<file path="config.mk">
export PLATFORM = sky130hd
export DESIGN_NAME = pixpll_retune
export DESIGN_NICKNAME = d
export VERILOG_FILES = /design/src/rtl/pixpll_pkg.sv /design/src/rtl/pixpll_sync.sv /design/src/rtl/pixpll_words.sv /design/src/rtl/pixpll_timer.sv /design/src/rtl/pixpll_retune.sv
export SDC_FILE = /design/constraint.sdc
export NUM_CORES = 1
export LEC_CHECK = 0
export CORE_ASPECT_RATIO = 0.8
export CORE_UTILIZATION = 25
export CTS_CLUSTER_SIZE = 10
export DETAILED_ROUTE_END_ITERATION = 10
export SLEW_MARGIN = 30
export SYNTH_ARGS = -nofsm -noshare
export SYNTH_HDL_FRONTEND = slang
export SYNTH_HIERARCHICAL = 1
export SYNTH_SLANG_ARGS = --single-unit
</file>
<file path="constraint.sdc">
create_clock -name clk -period 4.3 [get_ports clk]
set_input_delay 0.43 -clock clk [delete_from_list [all_inputs] [get_ports clk]]
set_output_delay 0.43 -clock clk [all_outputs]
set_load 0.05 [all_outputs]
</file>
<file path="src/rtl/pixpll_pkg.sv">
// Shared types and helpers for the pixel-clock PLL retune sequencer.
// Assumes divide counts fit in 8 bits (largest used is 120).
package pixpll_pkg;

    typedef enum logic [2:0] {
        ST_IDLE,
        ST_WRITE,
        ST_GAP,
        ST_WAIT_HI,
        ST_WAIT_LO
    } seq_state_t;

    localparam int NUM_WRITES = 8;

    // Split a divide count into {high byte, low byte}, high taking the odd unit.
    function automatic logic [15:0] split_count(input logic [7:0] k);
        logic [8:0] hi;
        logic [7:0] lo;
        hi = ({1'b0, k} + 9'd1) >> 1;
        lo = k >> 1;
        return {hi[7:0], lo};
    endfunction

endpackage

</file>
<file path="src/rtl/pixpll_sync.sv">
// Multi-stage synchronizer for one asynchronous level.
// Assumes STAGES >= 2; output resets low.
module pixpll_sync #(
    parameter int STAGES = 3
) (
    input  logic clk,
    input  logic rst_n,
    input  logic d,
    output logic q
);
    logic [STAGES-1:0] shreg;

    // Shift the sampled level through the stage chain.
    always_ff @(posedge clk) begin
        if (!rst_n) shreg <= '0;
        else        shreg <= {shreg[STAGES-2:0], d};
    end

    assign q = shreg[STAGES-1];
endmodule

</file>
<file path="src/rtl/pixpll_words.sv">
// Combinational table giving the address and data of each write step.
// Assumes ADDR_W >= 8 and DATA_W >= 17; step 7 is the trigger.
module pixpll_words #(
    parameter int ADDR_W = 9,
    parameter int DATA_W = 32,
    parameter int STEP_W = 3
) (
    input  logic [STEP_W-1:0] step,
    input  logic [2:0]        range_code,
    input  logic [1:0]        depth_code,
    output logic [ADDR_W-1:0] addr,
    output logic [DATA_W-1:0] data
);
    import pixpll_pkg::*;

    logic [7:0] m_cnt, c0_cnt, c1_cnt, c2_cnt;
    logic [9:0] scale, c2_wide;
    logic [7:0] cp_word;
    logic [8:0] bw_word;

    // Per-range counts and loop settings.
    always_comb begin
        case (range_code)
            3'd0:    begin m_cnt = 8'd30; c0_cnt = 8'd6; c1_cnt = 8'd60; end
            3'd1:    begin m_cnt = 8'd20; c0_cnt = 8'd4; c1_cnt = 8'd40; end
            3'd2:    begin m_cnt = 8'd10; c0_cnt = 8'd2; c1_cnt = 8'd20; end
            3'd3:    begin m_cnt = 8'd8;  c0_cnt = 8'd8; c1_cnt = 8'd16; end
            3'd4:    begin m_cnt = 8'd8;  c0_cnt = 8'd4; c1_cnt = 8'd8;  end
            default: begin m_cnt = 8'd8;  c0_cnt = 8'd2; c1_cnt = 8'd4;  end
        endcase
        cp_word = (range_code == 3'd1) ? 8'h0B : 8'h10;
        bw_word = (range_code == 3'd0) ? 9'h100 : 9'h0C0;
    end

    // Depth scaling of C2 in quarters of C1.
    always_comb begin
        case (depth_code)
            2'd0:    scale = 10'd4;
            2'd1:    scale = 10'd5;
            2'd2:    scale = 10'd6;
            default: scale = 10'd8;
        endcase
        c2_wide = ({2'b00, c1_cnt} * scale) >> 2;
        c2_cnt  = c2_wide[7:0];
    end

    // Select the address/data pair for the current step.
    always_comb begin
        case (step)
            3'd0:    begin addr = ADDR_W'(8'h90); data = DATA_W'(split_count(m_cnt));  end
            3'd1:    begin addr = ADDR_W'(8'hA0); data = DATA_W'(32'h0001_0000);       end
            3'd2:    begin addr = ADDR_W'(8'hC0); data = DATA_W'(split_count(c0_cnt)); end
            3'd3:    begin addr = ADDR_W'(8'hC1); data = DATA_W'(split_count(c1_cnt)); end
            3'd4:    begin addr = ADDR_W'(8'hC2); data = DATA_W'(split_count(c2_cnt)); end
            3'd5:    begin addr = ADDR_W'(8'h20); data = DATA_W'(cp_word);             end
            3'd6:    begin addr = ADDR_W'(8'h40); data = DATA_W'(bw_word);             end
            default: begin addr = '0;             data = DATA_W'(1);                   end
        endcase
    end
endmodule

</file>
<file path="src/rtl/pixpll_timer.sv">
// Timeout counter: cleared on accept, counts while run is high.
// Flags expiry on the edge that completes LIMIT counted edges.
module pixpll_timer #(
    parameter int LIMIT = 4096
) (
    input  logic clk,
    input  logic rst_n,
    input  logic clear,
    input  logic run,
    output logic expired
);
    localparam int CNT_W = $clog2(LIMIT);
    localparam logic [CNT_W-1:0] LAST = CNT_W'(LIMIT - 1);

    logic [CNT_W-1:0] cnt;

    // Count busy edges since the accepting edge.
    always_ff @(posedge clk) begin
        if (!rst_n)                 cnt <= '0;
        else if (clear)             cnt <= '0;
        else if (run && !expired)   cnt <= cnt + 1'b1;
    end

    assign expired = run && (cnt == LAST);
endmodule

</file>
<file path="src/rtl/pixpll_retune.sv">
// Top of the PLL retune sequencer: accepts a start, issues eight spaced
// single-cycle writes, then waits for waitrequest to rise and fall.
// Assumes TIMEOUT_CYCLES comfortably exceeds the 15-cycle write phase.
module pixpll_retune #(
    parameter int ADDR_W         = 9,
    parameter int DATA_W         = 32,
    parameter int TIMEOUT_CYCLES = 4096,
    parameter int SYNC_STAGES    = 3
) (
    input  logic              clk,
    input  logic              rst_n,
    input  logic              start_i,
    input  logic [2:0]        range_i,
    input  logic [1:0]        depth_i,
    input  logic              wreq_i,
    output logic              wr_o,
    output logic [ADDR_W-1:0] addr_o,
    output logic [DATA_W-1:0] wdata_o,
    output logic              done_o,
    output logic              timeout_o
);
    import pixpll_pkg::*;

    localparam int STEP_W = $clog2(NUM_WRITES);
    localparam logic [STEP_W-1:0] LAST_STEP = STEP_W'(NUM_WRITES - 1);

    seq_state_t        state;
    logic [STEP_W-1:0] step;
    logic [2:0]        range_q;
    logic [1:0]        depth_q;
    logic              wreq_s;
    logic              tmo_hit;
    logic              accept;
    logic [ADDR_W-1:0] word_addr;
    logic [DATA_W-1:0] word_data;

    assign accept = start_i && (state == ST_IDLE);

    pixpll_sync #(.STAGES(SYNC_STAGES)) u_sync (
        .clk(clk), .rst_n(rst_n), .d(wreq_i), .q(wreq_s)
    );

    pixpll_timer #(.LIMIT(TIMEOUT_CYCLES)) u_timer (
        .clk(clk), .rst_n(rst_n), .clear(accept),
        .run(state != ST_IDLE), .expired(tmo_hit)
    );

    pixpll_words #(.ADDR_W(ADDR_W), .DATA_W(DATA_W), .STEP_W(STEP_W)) u_words (
        .step(step), .range_code(range_q), .depth_code(depth_q),
        .addr(word_addr), .data(word_data)
    );

    // Sequencer state, step index, captured codes and sticky flags.
    always_ff @(posedge clk) begin
        if (!rst_n) begin
            state     <= ST_IDLE;
            step      <= '0;
            range_q   <= '0;
            depth_q   <= '0;
            done_o    <= 1'b0;
            timeout_o <= 1'b0;
        end else begin
            case (state)
                ST_IDLE: begin
                    if (start_i) begin
                        state     <= ST_WRITE;
                        step      <= '0;
                        range_q   <= range_i;
                        depth_q   <= depth_i;
                        done_o    <= 1'b0;
                        timeout_o <= 1'b0;
                    end
                end
                ST_WRITE: begin
                    if (tmo_hit) begin
                        state     <= ST_IDLE;
                        timeout_o <= 1'b1;
                    end else if (step == LAST_STEP) begin
                        state <= ST_WAIT_HI;
                    end else begin
                        state <= ST_GAP;
                    end
                end
                ST_GAP: begin
                    if (tmo_hit) begin
                        state     <= ST_IDLE;
                        timeout_o <= 1'b1;
                    end else begin
                        state <= ST_WRITE;
                        step  <= step + 1'b1;
                    end
                end
                ST_WAIT_HI: begin
                    if (tmo_hit) begin
                        state     <= ST_IDLE;
                        timeout_o <= 1'b1;
                    end else if (wreq_s) begin
                        state <= ST_WAIT_LO;
                    end
                end
                ST_WAIT_LO: begin
                    if (!wreq_s) begin
                        state  <= ST_IDLE;
                        done_o <= 1'b1;
                    end else if (tmo_hit) begin
                        state     <= ST_IDLE;
                        timeout_o <= 1'b1;
                    end
                end
                default: state <= ST_IDLE;
            endcase
        end
    end

    // Drive the write port only during a write cycle.
    always_comb begin
        wr_o    = (state == ST_WRITE);
        addr_o  = wr_o ? word_addr : '0;
        wdata_o = wr_o ? word_data : '0;
    end
endmodule

</file>
==> results by group, run 1 <==
Run status
  • Outcome: finished clean

Pwr
  • Worst VDD drop: between 0.00015 and 0.0002 V
  • Part of the total power dissipated in sequential elements: 0.323
  • Power density over the cells: 253.0 nW/um^2
  • Part of the total power dissipated in the clock network: 0.238
  • Portion of total power attributed to combinational logic: 0.439
  • Total Power: a little under 0.9 mW
  • Internal Power: approximately 0.54 mW
  • Static power due to leakage: around 1.3 nW
  • Switch Pwr: 0.3317 mW
  • Sw Share: 0.3793

Synthesis
  • EDFF count, synth: 0
  • Synthesized-area fraction occupied by adder cells: 0.09656
  • Mux share of post-synthesis cell area: 0.04649
  • Library cell with the largest summed area after synthesis: sky130_fd_sc_hd__dfxtp_1
  • Sequential share of the synthesized area: 0.2003
  • Yosys warning count: 6
  • Post-synthesis instance area: about 2800 um^2
  • Main combinational cell family by area after synthesis: simple AND/OR/NAND/NOR gates
  • Top_reg_cell synth: sky130_fd_sc_hd__dfxtp_1
  • Number of distinct library cells after synthesis: slightly below 70
  • Fraction of post-synthesis cell area in the top cell type by area: 0.2003
  • Xor and xnor area share after synthesis: 0.03442
  • Yosys reg bits: 28
  • Share of synthesized cell area in and, or, nand and nor gates: 0.3858
  • Average cell area after synthesis: 7.907 um^2
  • Synth Instances: between 300 and 400
  • Share of synthesized registers carrying an async set or reset: 0
  • Area fraction in compound gates after synthesis: 0.1430
  • Biggest area contributors in the synthesized netlist: sky130_fd_sc_hd__dfxtp_1 (20%), sky130_fd_sc_hd__and2_1 (10%), sky130_fd_sc_hd__ha_1 (7.2%)

Drt
  • Number of remaining DRC errors: 0
  • DRC marker count from the first detailed-route iteration: 110
  • Number of search-and-repair iterations in the first detailed-routing pass: 4
  • Routed wire per std cell: approximately 11 um
  • Final ANT Viol Nets: 0
  • Vias post-DR: approximately 2400
  • WL final: ~6000 um
  • Ratio of routed vias to standard cells: roughly 4.7

Floorplanning
  • Core area: between 10000 and 15000 um^2
  • Count of standard-cell rows: 34
  • Die Y-Extent: 96.64 um
  • Horiz. Die Dim: approximately 120 um
  • Starting density of the core: 0.2570
  • Full die area: 11630 um^2
  • Number of ports placed on the die boundary: between 50 and 60

Worst setup path
  • Cell mode on critical path: sky130_fd_sc_hd__nor4b_4
  • CP max-delay cell: sky130_fd_sc_hd__fa_1
  • Highest net fanout along the worst path: 12
  • Critical setup path kind: reg -> out
  • Source of the worst register-to-register timing path: state[1]
  • Crit Reg-Reg Endpoint: step[2]
  • Critical Path Max Stage Delay: 0.54 ns
  • Cells along the critical path: a21o_4 > or2_2 > fa_1 > inv_1 > ha_1 > ha_2 > o21ai_4 > nor4b_4 > nor4b_4 > buf_4 > nor4bb_2 > and2_1 > buf_12
  • Worst reg-to-reg setup slack: between 1.5 and 2 ns
  • Worst reg2reg path depth: 6
  • Critical path startpoint category: flip-flop
  • Required time of the worst setup path: 3.87 ns
  • CP arrival: roughly 3.7 ns
  • Endpoint kind of the worst setup timing path: output pin

Layout
  • Most common cell after layout, fill and taps aside: sky130_fd_sc_hd__and2_1
  • Number of antenna diodes: 0
  • Fillcell total: about 1100
  • Final Non-Filler Cells: between 500 and 600
  • # nets final: ~410
  • Area added between synthesis and finish: 23.51%
  • Commonest non-fill, non-tap cells in the layout: sky130_fd_sc_hd__and2_1 (45), sky130_fd_sc_hd__nor2_1 (28), sky130_fd_sc_hd__nand2_1 (27), sky130_fd_sc_hd__dfxtp_1 (23), sky130_fd_sc_hd__clkdlybuf4s50_1 (23)
  • Share of cells above drive strength 1: 0.1583

STA
  • Number of failing hold endpoints at the final stage: 0
  • Worst slew slack as a fraction of its limit: 0.4762
  • Transition time of the tightest slew-check pin: 0.7832 ns
  • Pins Over Slew Limit: 0
  • Final number of setup-violating endpoints: 0
  • Post-route setup TNS: 0 ns
  • Final worst clock skew: around 0.0018 ns
  • Highest clock rate: between 200 and 250 MHz
  • Period minus WS final: around 4.1 ns
  • Final worst-path cycle share: 0.9535

GRT
  • Total track usage: 0.1033
  • Wire length of the first global-routing pass: between 10000 and 15000 um
  • Vias in the first global route: 2078
  • Pin count of the biggest net entering global routing: 30
  • GRT Residual Overflow: 0
  • Antenna violations before repair: 0

Clock network
  • Hold Buf Count CTS: 0
  • Clock slew at the register clock pins of the worst setup and hold paths: approximately 0.060 ns
  • CTS H-tree depth: 1
  • Number of buffers inserted during clock tree synthesis: 3
  • Clock tree from TritonCTS: yes
  • Cell at the root of the clock tree: sky130_fd_sc_hd__clkbuf_16
  • Latest clock arrival within the worst-skew pair: around 0.26 ns
  • Max Buffers Root-to-Sink: 2
  • TritonCTS Sinks: 28

Placement
  • Count of input and output buffers: 34
  • Final estimated routing congestion in global placement: between 0.8 and 0.9
  • Total placed cells including tap cells: ~520
  • Estimated wirelength of the detail-placed design: between 4000 and 5000 um

Job
  • MaxCap Viol Count: 0

Worst hold path
  • Type of the worst min-delay path: reg -> reg
  • Hold path endpoint: u_sync/shreg[1]
  • Hold Path Origin: u_sync/shreg[0]
  • Min-Delay Path Depth: 1
-- registers in the layout, summed over array words and instances (netlist names) --
register      count
state             3
timeout_o         1
step              3
u_sync/shreg      3
u_timer/cnt      12
done_o            1
range_q           3
depth_q           2
-- Yosys cell counts (9+ instances only) --
master	n
sky130_fd_sc_hd__clkbuf_1	12
sky130_fd_sc_hd__xnor2_1	9
sky130_fd_sc_hd__nor2_1	29
sky130_fd_sc_hd__nor3_1	13
sky130_fd_sc_hd__nand2b_1	10
sky130_fd_sc_hd__and2_1	45
sky130_fd_sc_hd__a21oi_1	11
sky130_fd_sc_hd__mux2i_1	13
sky130_fd_sc_hd__ha_1	16
sky130_fd_sc_hd__dfxtp_1	28
sky130_fd_sc_hd__nand2_1	28
sky130_fd_sc_hd__o21ai_0	9
sky130_fd_sc_hd__nor2b_1	13
sky130_fd_sc_hd__buf_4	19
-- through the flow --
step	hold slack, ns	setup slack, ns	instance area [um^2]	util
after global routing	0.4490	-0.04334	3457	0.3174
after detailed placement	0.4155	0.2417	3272	0.3004
after global placement	0.4073	0.3101	3272	0.3004
after floorplan	0.4057	0.2965	2867	-
final	0.4265	0.1999	3457	0.3174
after CTS	0.4287	0.03816	3362	0.3087
-- what timing repair did --
action / 4_1_cts / 5_1_grt
pin swaps: 1 / 5
buffers inserted: 0 / 3
endpoints found under the setup margin: 2 / 6
gates resized for setup: 4 / 17
-- cell families after synthesis --
logic type,Yosys count
simple gates,181
compound gates,54
buf+inv,46
flops,28
fa+ha+maj,20
mux,13
xor+xnor,11
other cells,1
-- layer usage --
layer  part of all wire  track usage  routed length [um]  vias to the layer above
li1                   -            -                   -                     1248
met4             0.0068      0.01994                  41                        0
met1               0.52       0.1563                3121                     1112
met2               0.42       0.1569                2538                       68
met5                  0            0                   0                        -
met3              0.051      0.01061                 306                        4
-- power groups by stage --
| stage | Combinational [mW] | Clock (mW) | Sequential (mW) |
|---|---|---|---|
| 2_1_floorplan | 0.295 | 0 | 0.279 |
| 3_3_place_gp | 0.348 | 0 | 0.286 |
| 3_5_place_dp | 0.351 | 0 | 0.286 |
| 4_1_cts | 0.360 | 0.212 | 0.281 |
| 5_1_grt | 0.418 | 0.226 | 0.284 |
| 6_report | 0.384 | 0.208 | 0.282 |
-- area by class of cell --
class                           instances  area [um^2]  share of cell area
Sequential cell                        28        569.3              0.1647
Timing Repair Buffer                   41        469.2              0.1357
Multi-Input combinational cell        298         2130              0.6160
Clock buffer                            3        75.07             0.02172
Inverter                                9        33.78            0.009772
Tap cell                              144        180.2             0.05212
-- worst max path at each step --
stage / start / end / cells past startpoint
floorplan: range_q[2] / wdata_o[14] / 13
global placement: depth_q[1] / wdata_o[14] / 12
detailed placement: depth_q[1] / wdata_o[14] / 12
CTS: depth_q[1] / wdata_o[14] / 13
global route: range_q[0] / wdata_o[14] / 14
finish: range_q[0] / wdata_o[15] / 13
-- critical path, delay by kind of cell, from the launching register on --
family | cells | cell delay (ns)
fa+ha+maj | 3 | 1.24
compound gates | 2 | 0.32
flops | 1 | 0.39
simple gates | 5 | 1.12
buf+inv | 3 | 0.32
No activity file was read; power rests on OpenSTA's default activity.
==> inputs of run 2 (changes only) <==
--- a/config.mk
+++ b/config.mk
@@ -9,6 +9,7 @@
 export CORE_UTILIZATION = 25
 export CTS_CLUSTER_SIZE = 10
 export DETAILED_ROUTE_END_ITERATION = 10
+export SETUP_SLACK_MARGIN = 0.4
 export SLEW_MARGIN = 30
 export SYNTH_ARGS = -nofsm -noshare
 export SYNTH_HDL_FRONTEND = slang
==> run 2 against run 1 <==
Against the previous run:
- sequential power hardly changed
- setup slack better by 0.11 ns
- largest cell class unchanged
- maximum frequency grew 2.6%
- register-to-register slack lost 0.11 ns
==> results by group, run 2 (synthesis gave the netlist of run 1 again) <==
Clock network
  • CTS H-tree depth: 1
  • Number of buffers inserted during clock tree synthesis: 3
  • Clock slew at the register clock pins of the worst setup and hold paths: 0.07 ns
  • Latest clock arrival within the worst-skew pair: ~0.27 ns
  • TritonCTS Sinks: 28
  • Cell at the root of the clock tree: sky130_fd_sc_hd__clkbuf_16
  • Hold Buf Count CTS: 0
  • Clock tree from TritonCTS: yes
  • Max Buffers Root-to-Sink: 2

Worst setup path
  • CP max-delay cell: sky130_fd_sc_hd__fa_2
  • WP depth: 13
  • Critical path startpoint category: flip-flop
  • Critical Path Max Stage Delay: about 0.6 ns
  • Crit path buf inv count: 1
  • Endpoint kind of the worst setup timing path: output pin
  • Critical setup path kind: reg -> out
  • Required time of the worst setup path: 3.87 ns
  • CP arrival: roughly 3.6 ns
  • Worst reg2reg path depth: 6
  • Cell mode on critical path: sky130_fd_sc_hd__nor4b_4
  • Cells along the critical path: nand2_8 > xnor2_4 > a221oi_2 > ha_1 > fa_2 > ha_4 > a211oi_4 > nor4b_4 > nor4b_4 > nand4_1 > a21oi_1 > and2_4 > buf_12
  • Category of cells accounting for the largest share of critical-path delay: adder cells
  • Worst reg-to-reg setup slack: between 1.5 and 2 ns
  • Highest net fanout along the worst path: 6

Drt
  • Final ANT Viol Nets: 0
  • Routed wire per std cell: around 12 um
  • DRC marker count from the first detailed-route iteration: about 140
  • Number of search-and-repair iterations in the first detailed-routing pass: 4
  • Ratio of routed vias to standard cells: between 4 and 5
  • WL final: around 6300 um
  • Number of remaining DRC errors: 0
  • Vias post-DR: between 2000 and 2500

Placement
  • Count of input and output buffers: 34
  • Estimated wirelength of the detail-placed design: between 4000 and 5000 um
  • Final estimated routing congestion in global placement: about 0.8

GRT
  • Pin count of the biggest net entering global routing: 43
  • Antenna violations before repair: 0
  • Met2 usage: 0.1892
  • Layer carrying the most global-route usage: met2
  • Wire length of the first global-routing pass: roughly 11000 um
  • Total track usage: 0.1113
  • Global-route track usage on met3: 0.008844
  • Met1 usage: 0.1530
  • Vias in the first global route: about 2400
  • GRT Residual Overflow: 0

STA
  • Highest clock rate: roughly 250 MHz
  • Final number of setup-violating endpoints: 0
  • Number of failing hold endpoints at the final stage: 0
  • Unrepaired setup endpoints after global routing: true
  • Final worst-path cycle share: 0.9291
  • Pins Over Slew Limit: 0
  • Period minus WS final: 3.995 ns
  • Transition time of the tightest slew-check pin: around 0.87 ns
  • Worst slew slack as a fraction of its limit: 0.4126
  • Post-route setup TNS: 0 ns
  • Final worst clock skew: roughly 0.0080 ns

Floorplanning
  • Core area: 10890 um^2
  • Horiz. Die Dim: 120.3 um
  • Starting density of the core: 0.2570
  • Full die area: around 12000 um^2
  • Number of ports placed on the die boundary: 53
  • Count of standard-cell rows: 34
  • Die Y-Extent: just under 100 um

Layout
  • Most common cell after layout, fill and taps aside: sky130_fd_sc_hd__and2_1
  • Number of antenna diodes: 0
  • Area added between synthesis and finish: 30.89%
  • Max FFs per register: 12
  • # nets final: around 420
  • Largest register by flop count: u_timer/cnt
  • Share of cells above drive strength 1: 0.2031
  • End-of-flow core utilization: 0.3364
  • Commonest non-fill, non-tap cells in the layout: sky130_fd_sc_hd__and2_1 (43), sky130_fd_sc_hd__nor2_1 (29), sky130_fd_sc_hd__nand2_1 (27), sky130_fd_sc_hd__dfxtp_1 (23), sky130_fd_sc_hd__clkdlybuf4s50_1 (23)

Pwr
  • Worst VDD drop: 0.0002956 V
  • Total Power: 0.9899 mW
  • Static power due to leakage: between 1 and 1.5 nW
  • Power density over the cells: ~270 nW/um^2

Worst hold path
  • Type of the worst min-delay path: reg -> reg
  • Min-Delay Path Depth: 1

Job
  • MaxCap Viol Count: 0

Run status
  • Outcome: finished clean
## run 2: cell types whose count changed in the layout (fill, tap and decap cells not counted), sizes merged
| cell | before | now |
|---|---|---|
| buf | 18 | 27 |
| bufinv | 0 | 1 |
## run 2: worst register-to-register path, stage by stage (launching register included)
cell                      delay (ns)
sky130_fd_sc_hd__dfxtp_1        0.60
sky130_fd_sc_hd__or3_1          0.31
sky130_fd_sc_hd__nand4_1        0.25
sky130_fd_sc_hd__nor4_1         0.78
sky130_fd_sc_hd__nor2b_1        0.13
sky130_fd_sc_hd__o21ai_2        0.27
sky130_fd_sc_hd__mux2i_1        0.22
## run 2: where the power goes
part           internal [mW]  leakage [nW]  total, mW  switching, mW
combinational          0.183          1.16      0.432          0.249
sequential             0.266         0.231      0.281         0.0145
clock                  0.185        0.0511      0.277         0.0913
## run 2: final cells by class
| cell class | instances | area (um^2) |
|---|---|---|
| clock buffers | 3 | 75.07 |
| clock inverters | 1 | 30.03 |
| fillers | 1136 | 7227 |
| inverters | 9 | 33.78 |
| multi-input cells | 298 | 2227 |
| flip-flops and latches | 28 | 576.8 |
| well taps | 144 | 180.2 |
| repair buffers | 50 | 540.5 |
## run 2: final timing paths
path / startpoint / to
max: depth_q[1] / wdata_o[14]
min: u_sync/shreg[0] / u_sync/shreg[1]
max reg2reg: state[1] / step[1]
min reg2reg: u_sync/shreg[0] / u_sync/shreg[1]
## run 2: routing by layer
| layer | vias up | wire length (um) |
|---|---|---|
| met5 | - | 0 |
| met4 | 0 | 63 |
| met3 | 6 | 186 |
| met2 | 56 | 2911 |
| met1 | 1161 | 3172 |
| li1 | 1260 | - |
## run 2: per-stage QoR
step / setup slack, ns / cell area (um^2) / instances / hold WS [ns]
floorplan: 0.4027 / 2869 / 372 / 0.4057
global placement: 0.3685 / 3276 / 518 / 0.4135
detailed placement: 0.3001 / 3276 / 518 / 0.4113
CTS: 0.3982 / 3607 / 533 / 0.4217
global route: 0.1369 / 3664 / 533 / 0.4405
finish: 0.3049 / 3664 / 533 / 0.4203
## run 2: repair_timing
item | 4_1_cts | 5_1_grt
resized for setup | 31 | 9
pin swaps | 17 | 0
setup buffers | 11 | 0
setup endpoints to repair | 10 | 7
